--- src/rtl/dmar_pkg.sv ---
package dmar_pkg;
    localparam logic [3:0] OP_WRITE = 4'h2;
    localparam logic [3:0] OP_COPY  = 4'h3;
    localparam logic [3:0] OP_IB    = 4'h4;
    localparam logic [3:0] OP_FENCE = 4'h6;
    localparam logic [3:0] OP_TRAP  = 4'h7;
    localparam logic [3:0] OP_REGW  = 4'h9;
    localparam logic [3:0] OP_NOP   = 4'hF;

    localparam logic [1:0] RQ_WRITE = 2'd0;
    localparam logic [1:0] RQ_COPY  = 2'd1;
    localparam logic [1:0] RQ_FENCE = 2'd2;
    localparam logic [1:0] RQ_IB    = 2'd3;

    localparam logic [7:0] TRAP_EVENT = 8'd224;
    localparam logic [2:0] IB_SLOT    = 3'd5;

    typedef enum logic [1:0] {ST_HDR, ST_ARGS, ST_WDATA, ST_HALT} st_e;
endpackage

--- src/rtl/dmar_hdr.sv ---
module dmar_hdr
    import dmar_pkg::*;
(
    input  logic [31:0] word,
    output logic [3:0]  op,
    output logic [1:0]  flags,
    output logic [19:0] cnt,
    output logic [2:0]  argc,
    output logic        known
);
    logic op_ok;
    logic rsvd_ok;

    assign op      = word[31:28];
    assign flags   = word[23:22];
    assign cnt     = word[19:0];
    assign rsvd_ok = (word[27:24] == 4'h0) && (word[21:20] == 2'b00);
    assign known   = op_ok && rsvd_ok;

    always_comb begin
        op_ok = 1'b1;
        argc  = 3'd0;
        case (op)
            OP_WRITE: argc = 3'd2;
            OP_COPY:  argc = 3'd4;
            OP_IB:    argc = 3'd2;
            OP_FENCE: argc = 3'd3;
            OP_REGW:  argc = 3'd2;
            OP_TRAP:  argc = 3'd0;
            OP_NOP:   argc = 3'd0;
            default:  op_ok = 1'b0;
        endcase
    end
endmodule

--- src/rtl/dmar_rptr.sv ---
module dmar_rptr #(
    parameter int AW = 6
) (
    input  logic          clk,
    input  logic          rst_n,
    input  logic          adv,
    input  logic [AW-1:0] wptr,
    output logic [AW-1:0] rptr,
    output logic          empty
);
    assign empty = (rptr == wptr);

    always_ff @(posedge clk) begin
        if (!rst_n)   rptr <= '0;
        else if (adv) rptr <= rptr + 1'b1;
    end
endmodule

--- src/rtl/dma_ring_decoder.sv ---
module dma_ring_decoder
    import dmar_pkg::*;
#(
    parameter int RING_AW = 6,
    parameter int HI_W    = 8
) (
    input  logic                 clk,
    input  logic                 rst_n,
    input  logic [RING_AW-1:0]   wptr,
    input  logic                 trap_en,
    input  logic [31:0]          ring_data,
    output logic [RING_AW-1:0]   rptr_wb,
    output logic                 req_valid,
    output logic [1:0]           req_kind,
    output logic [1:0]           req_flags,
    output logic [32+HI_W-1:0]   req_addr,
    output logic [32+HI_W-1:0]   req_src,
    output logic [19:0]          req_len,
    output logic [31:0]          req_data,
    output logic                 reg_wr_valid,
    output logic [3:0]           reg_wr_be,
    output logic [15:0]          reg_wr_off,
    output logic [31:0]          reg_wr_data,
    output logic                 irq,
    output logic [7:0]           irq_code,
    output logic                 error
);
    localparam int CNT_W = 20;
    localparam int PA_W  = 32 + HI_W;

    st_e              st_q, st_d;
    logic [2:0]       idx_q, argc_q;
    logic [3:0]       op_q;
    logic [CNT_W-1:0] cnt_q, left_q;
    logic [1:0]       flg_q;
    logic [31:0]      arg_q [0:2];
    logic [PA_W-1:0]  wa_q;

    logic [3:0]       h_op;
    logic [1:0]       h_flags;
    logic [CNT_W-1:0] h_cnt;
    logic [2:0]       h_argc;
    logic             h_known;
    logic             empty, fetch, bad, advance, last_arg;

    dmar_hdr u_hdr (
        .word(ring_data), .op(h_op), .flags(h_flags),
        .cnt(h_cnt), .argc(h_argc), .known(h_known)
    );

    dmar_rptr #(.AW(RING_AW)) u_ptr (
        .clk(clk), .rst_n(rst_n), .adv(advance),
        .wptr(wptr), .rptr(rptr_wb), .empty(empty)
    );

    assign fetch    = !empty && (st_q != ST_HALT);
    assign advance  = fetch && !bad;
    assign last_arg = (idx_q == argc_q - 3'd1);
    assign error    = (st_q == ST_HALT);

    // malformed-word detection
    always_comb begin
        bad = 1'b0;
        unique case (st_q)
            ST_HDR:  bad = !h_known || (h_op == OP_IB && rptr_wb[2:0] != IB_SLOT);
            ST_ARGS: begin
                if (idx_q == 3'd0 && (op_q == OP_WRITE || op_q == OP_COPY || op_q == OP_FENCE)
                    && ring_data[1:0] != 2'b00) bad = 1'b1;
                if (idx_q == 3'd0 && op_q == OP_IB && ring_data[4:0] != 5'd0) bad = 1'b1;
                if (idx_q == 3'd1 && op_q == OP_COPY && ring_data[1:0] != 2'b00) bad = 1'b1;
            end
            ST_WDATA: bad = 1'b0;
            ST_HALT:  bad = 1'b0;
        endcase
    end

    always_comb begin
        st_d = st_q;
        unique case (st_q)
            ST_HDR: if (fetch) begin
                if (bad)                 st_d = ST_HALT;
                else if (h_argc != 3'd0) st_d = ST_ARGS;
            end
            ST_ARGS: if (fetch) begin
                if (bad)           st_d = ST_HALT;
                else if (last_arg) st_d = (op_q == OP_WRITE && cnt_q != '0) ? ST_WDATA : ST_HDR;
            end
            ST_WDATA: if (fetch && left_q == CNT_W'(1)) st_d = ST_HDR;
            ST_HALT:  st_d = ST_HALT;
        endcase
    end

    always_ff @(posedge clk) begin
        if (!rst_n) st_q <= ST_HDR;
        else        st_q <= st_d;
    end

    // packet context
    always_ff @(posedge clk) begin
        if (!rst_n) begin
            idx_q  <= '0;
            argc_q <= '0;
            op_q   <= '0;
            cnt_q  <= '0;
            flg_q  <= '0;
            wa_q   <= '0;
            left_q <= '0;
            for (int i = 0; i < 3; i++) arg_q[i] <= '0;
        end else if (advance) begin
            case (st_q)
                ST_HDR: begin
                    op_q   <= h_op;
                    cnt_q  <= h_cnt;
                    argc_q <= h_argc;
                    flg_q  <= h_flags;
                    idx_q  <= '0;
                end
                ST_ARGS: begin
                    if (!last_arg) arg_q[idx_q[1:0]] <= ring_data;
                    idx_q <= idx_q + 3'd1;
                    if (last_arg && op_q == OP_WRITE) begin
                        wa_q   <= {ring_data[HI_W-1:0], arg_q[0]};
                        left_q <= cnt_q;
                    end
                end
                ST_WDATA: begin
                    wa_q   <= wa_q + PA_W'(4);
                    left_q <= left_q - CNT_W'(1);
                end
                default: ;
            endcase
        end
    end

    // registered outputs
    always_ff @(posedge clk) begin
        if (!rst_n) begin
            req_valid    <= 1'b0;
            req_kind     <= '0;
            req_flags    <= '0;
            req_addr     <= '0;
            req_src      <= '0;
            req_len      <= '0;
            req_data     <= '0;
            reg_wr_valid <= 1'b0;
            reg_wr_be    <= '0;
            reg_wr_off   <= '0;
            reg_wr_data  <= '0;
            irq          <= 1'b0;
            irq_code     <= '0;
        end else begin
            req_valid    <= 1'b0;
            reg_wr_valid <= 1'b0;
            irq          <= 1'b0;
            if (advance) begin
                case (st_q)
                    ST_HDR: if (h_op == OP_TRAP && trap_en) begin
                        irq      <= 1'b1;
                        irq_code <= TRAP_EVENT;
                    end
                    ST_ARGS: if (last_arg) begin
                        case (op_q)
                            OP_FENCE: begin
                                req_valid <= 1'b1;
                                req_kind  <= RQ_FENCE;
                                req_flags <= flg_q;
                                req_addr  <= {arg_q[1][HI_W-1:0], arg_q[0]};
                                req_src   <= '0;
                                req_len   <= CNT_W'(1);
                                req_data  <= ring_data;
                            end
                            OP_COPY: begin
                                req_valid <= 1'b1;
                                req_kind  <= RQ_COPY;
                                req_flags <= flg_q;
                                req_addr  <= {arg_q[2][HI_W-1:0], arg_q[0]};
                                req_src   <= {ring_data[HI_W-1:0], arg_q[1]};
                                req_len   <= cnt_q;
                                req_data  <= '0;
                            end
                            OP_IB: begin
                                req_valid <= 1'b1;
                                req_kind  <= RQ_IB;
                                req_flags <= flg_q;
                                req_addr  <= {ring_data[HI_W-1:0], arg_q[0]};
                                req_src   <= '0;
                                req_len   <= ring_data[31:12];
                                req_data  <= '0;
                            end
                            OP_REGW: begin
                                reg_wr_valid <= 1'b1;
                                reg_wr_be    <= arg_q[0][19:16];
                                reg_wr_off   <= arg_q[0][15:0];
                                reg_wr_data  <= ring_data;
                            end
                            default: ;
                        endcase
                    end
                    ST_WDATA: begin
                        req_valid <= 1'b1;
                        req_kind  <= RQ_WRITE;
                        req_flags <= flg_q;
                        req_addr  <= wa_q;
                        req_src   <= '0;
                        req_len   <= CNT_W'(1);
                        req_data  <= ring_data;
                    end
                    default: ;
                endcase
            end
        end
    end
endmodule

--- config.mk ---
export PLATFORM = sky130hd
export DESIGN_NAME = dma_ring_decoder
export DESIGN_NICKNAME = d
export VERILOG_FILES = /design/src/rtl/dmar_pkg.sv /design/src/rtl/dmar_hdr.sv /design/src/rtl/dmar_rptr.sv /design/src/rtl/dma_ring_decoder.sv
export SDC_FILE = /design/constraint.sdc
export NUM_CORES = 1
export LEC_CHECK = 0
export ABC_AREA = 1
export CAP_MARGIN = 10
export CORE_ASPECT_RATIO = 2
export CORE_UTILIZATION = 50
export CTS_CLUSTER_SIZE = 25
export DETAILED_ROUTE_END_ITERATION = 8
export GPL_TIMING_DRIVEN = 0
export PLACE_DENSITY = 0.77
export SLEW_MARGIN = 20
export SYNTH_ARGS = -nofsm -noshare
export SYNTH_HDL_FRONTEND = slang
export SYNTH_SLANG_ARGS = --single-unit
export TNS_END_PERCENT = 5
--- constraint.sdc ---
create_clock -name clk -period 4.3 [get_ports clk]
set_input_delay 0.86 -clock clk [delete_from_list [all_inputs] [get_ports clk]]
set_output_delay 0.86 -clock clk [all_outputs]
set_load 0.02 [all_outputs]
==> impl_metrics.toml <==
[run_status]
run_status = "finished with violations"
failed_checks = "design-rule violations"

[global_route]
antenna_found_initial = 0
grt_util_all_layers = 0.428
grt_first_pass_wirelength_um = 114000
grt_max_degree = 33
number_of_global_route_vias_before_repair = 18764
grt_overflow = 0

[finish]
nNetsFinal = 3063
final_layout_size_suffix_gt1_frac = 0.0445
area_overhead_vs_synth_pct = 22.8
design_area_um2 = 22400

[power_and_ir_drop]
p_int_mw = 8.74
power-per-cell-area_nw_per_um2 = 738
vdd_drop_max_v = 0.000565
leakagePower_nw = 9.57
power.share.switching = 0.471
power.share.combinational = 0.496
clockPowerShare = 0.198
sequentialPowerShare = 0.306
switching_power_mw = 7.78

[sta]
finalHoldViolations = 0
timing.final.setup_violations = 0
fmaxAchievable_mhz = 237
slew-limit-headroom = 0.264
worstMarginPinSlew_ns = 1.10
final.setup_skew_ns = 0.0156
final_tns_setup_ns = 0
maxSlewViolCount = 0
fin_crit_sh = 0.982
postLayoutSetupSlackWorst_ns = 0.0786
grt_setup_unrepaired = "false"
final.min_clock_period_ns = 4.22
hold_slack_ns = 0.461

[worst_hold_path]
min-delay-start = "req_addr[20]$_SDFFE_PN0P_"
worstHoldPathCells = 2
min_path_type = "reg2reg"
hold_end = "req_addr[20]$_SDFFE_PN0P_"

[synth]
synthTopCellsByCount = "797 x sky130_fd_sc_hd__nand2_1, 429 x sky130_fd_sc_hd__nor2_1, 371 x sky130_fd_sc_hd__inv_1, 292 x sky130_fd_sc_hd__dfxtp_1, 153 x sky130_fd_sc_hd__a21oi_1"
async_flop_share = 0
synth.yosys.seq_area_share = 0.439
synth.ff_latch_count = 364
synth_cell_types = 40
synth_largest_type_area_fraction = 0.321
synthMostInstantiatedCell = "sky130_fd_sc_hd__nand2_1"
synth-edff-count = 72
syn_area_per_cell_um2 = 6.68
yosys-top-cells-area = "sky130_fd_sc_hd__dfxtp_1 32%, sky130_fd_sc_hd__nand2_1 16%, sky130_fd_sc_hd__edfxtp_1 12%, sky130_fd_sc_hd__nor2_1 8.8%, sky130_fd_sc_hd__inv_1 7.6%"
ys.flop_type = "sky130_fd_sc_hd__dfxtp_1"
post-synth-top-area-cell = "sky130_fd_sc_hd__dfxtp_1"
synth.cell_area_um2 = 18200
synth_cells = 2728
ys_warnings = 0

[cts]
worst_setup_hold_path_clk_slew_ns = 0.07
clock_tree.buffer_depth = 3
cts_setup_buffers = 0
number_of_sinks_driven_by_the_clock_tree = 364
clock_tree.root_cell = "sky130_fd_sc_hd__clkbuf_16"
cts_buffers = 36
tritoncts_clock_tree = "done"
cts_resized = 0
hold_buffers = 0
cts_htree_levels = 2
clk-insertion-delay-late_ns = 0.56

[floorplanning]
num_rows = 98
start_util = 0.509
floorplan.die.width_um = 137
pin_count = 247
floorplan_die_area_um2 = 37300
core_area_um2 = 35800
floorplan.die.height_um = 272

[run]
timing.max_cap.violations = 0

[worst_setup_path]
critPathLaunchType = "input port"
crit-reg2reg-launch = "st_q[0]$_SDFFE_PN0P_"
regToRegEndpoint = "req_addr[3]$_SDFFE_PN0P_"
worstSetupEndpointType = "register"
timing.critical_path.from = "ring_data[30]"
worst-endpoint-required_ns = 4.48
worst_reg_to_reg_cells = 10
critical_path_class = "in2reg"
crit_path_max_fanout = 32
critPathArrivalTime_ns = 4.40
minimum_setup_slack_among_reg_to_reg_paths_ns = 0.53

[route]
drcViolationCount = 4
drt_wl_total_um = 79300
wl_per_cell_um = 22.7
routed_via_density = 5.56
residual_antenna_violating_net_count_after_detailed_routing = 0
dr_total_vias = 19372
first_pass_iters = 9
dr.first_iter.drc_count = 1798

[place]
dp_slack_ns = -0.382
io_buffer_count = 238
dpl-instance-area_um2 = 21200
detailed_place_hpwl_um = 61700
finalWeightedCongestion = 1.05
cell type report:
type	instances	area (um^2)
Sequential cell	364	8010
Clock buffer	54	1110
Tap cell	450	563
Multi-Input combinational cell	1822	8060
Timing Repair Buffer	238	2380
Buffer	167	761
Fill cell	3357	13400
Clock inverter	12	73.8
Inverter	379	1420
Antenna cell	1	2.50
power groups by stage:
stage / Sequential, mW / Clock, mW / Combinational (mW)
finish: 5.06 / 3.27 / 8.19
global route: 5.15 / 3.37 / 8.81
CTS: 5.03 / 3.25 / 8.02
detailed placement: 5.10 / 0 / 7.96
global placement: 5.07 / 0 / 7.85
floorplan: 5.44 / 0 / 4.46
critical path, stage by stage:
cell                              delay, ns
sky130_fd_sc_hd__clkdlybuf4s50_1       0.88
sky130_fd_sc_hd__inv_2                 0.22
sky130_fd_sc_hd__nand2_1               0.19
sky130_fd_sc_hd__nand2_1               0.06
sky130_fd_sc_hd__nand2_1               0.05
sky130_fd_sc_hd__nand2_1               0.08
sky130_fd_sc_hd__o21ai_2               0.18
sky130_fd_sc_hd__nand2_2               0.10
sky130_fd_sc_hd__nor2_4                0.20
sky130_fd_sc_hd__nand2_1               0.25
sky130_fd_sc_hd__nor2_2                0.21
sky130_fd_sc_hd__nand2_1               0.18
sky130_fd_sc_hd__buf_2                 0.25
sky130_fd_sc_hd__nand2_2               0.65
sequential cells by signal, summed over array words and instances, names as in the netlist, 3 cells and up:
register and cells:
cnt_q 20, idx_q 3, left_q 20, req_addr 40, u_ptr.rptr 6, wa_q 40, reg_wr_off 16, reg_wr_be 4
req_len 20, req_data 32, arg_q 72, req_src 40, reg_wr_data 32, argc_q 3, op_q 4
stage by stage:
stage	utilization	power (mW)	std cells
floorplan	-	9.90	2732
global placement	0.592	12.9	3420
detailed placement	0.592	13.1	3420
CTS	0.625	16.3	3486
global route	0.625	17.3	3486
finish	0.625	16.5	3487
worst max path at each step:
| stage | end | slack [ns] | cells past startpoint |
|---|---|---|---|
| after floorplan | arg_q[0][0]$_SDFFCE_PN0P_ | 1.01 | 13 |
| after global placement | arg_q[0][14]$_SDFFCE_PN0P_ | -0.83 | 14 |
| after detailed placement | arg_q[0][14]$_SDFFCE_PN0P_ | -0.38 | 14 |
| after CTS | arg_q[0][26]$_SDFFCE_PN0P_ | 0.18 | 14 |
| after global routing | arg_q[0][12]$_SDFFCE_PN0P_ | 0.02 | 14 |
| final | arg_q[0][12]$_SDFFCE_PN0P_ | 0.08 | 14 |
cells by family after synthesis:
group / Yosys count / share of synthesized area
multiplexers: 5 / 0.00274
AND/OR/NAND/NOR: 1476 / 0.332
adder cells (fa/ha/maj): 14 / 0.00961
AO/OA/AOI/OAI: 303 / 0.0873
buffers and inverters: 546 / 0.120
XOR/XNOR: 19 / 0.00913
other: 1 / 0.000206
flip-flops: 364 / 0.439
routing by layer:
layer / GRT usage / part of all wire / vias to the layer above
met5: 0.00813 / 0 / -
met4: 0.405 / 0.11 / 0
met3: 0.0785 / 0.074 / 389
met2: 0.742 / 0.49 / 1042
met1: 0.415 / 0.32 / 8860
li1: - / - / 9081
layout by cell type, fill, tap and decap left out, types with 3 or more instances in the layout:
cell type	instances
sky130_fd_sc_hd__clkbuf_8	4
sky130_fd_sc_hd__nor3_1	17
sky130_fd_sc_hd__mux2i_1	5
sky130_fd_sc_hd__clkinvlp_4	3
sky130_fd_sc_hd__nand3_1	76
sky130_fd_sc_hd__nand2_1	795
sky130_fd_sc_hd__a21oi_1	153
sky130_fd_sc_hd__o22ai_1	5
sky130_fd_sc_hd__buf_1	15
sky130_fd_sc_hd__nand4_1	145
sky130_fd_sc_hd__a21boi_0	9
sky130_fd_sc_hd__nor2_1	429
sky130_fd_sc_hd__ha_1	14
sky130_fd_sc_hd__inv_1	371
sky130_fd_sc_hd__o21ai_0	118
sky130_fd_sc_hd__o31ai_1	10
sky130_fd_sc_hd__dfxtp_1	292
sky130_fd_sc_hd__inv_2	6
sky130_fd_sc_hd__clkinv_2	6
sky130_fd_sc_hd__clkbuf_16	41
sky130_fd_sc_hd__buf_4	20
sky130_fd_sc_hd__clkdlybuf4s50_1	238
sky130_fd_sc_hd__buf_2	39
sky130_fd_sc_hd__xor2_1	18
sky130_fd_sc_hd__edfxtp_1	72
sky130_fd_sc_hd__nand2_2	4
sky130_fd_sc_hd__clkbuf_1	99
sky130_fd_sc_hd__conb_1	5
sky130_fd_sc_hd__clkinv_1	3
(Power assumes the default switching activity.)
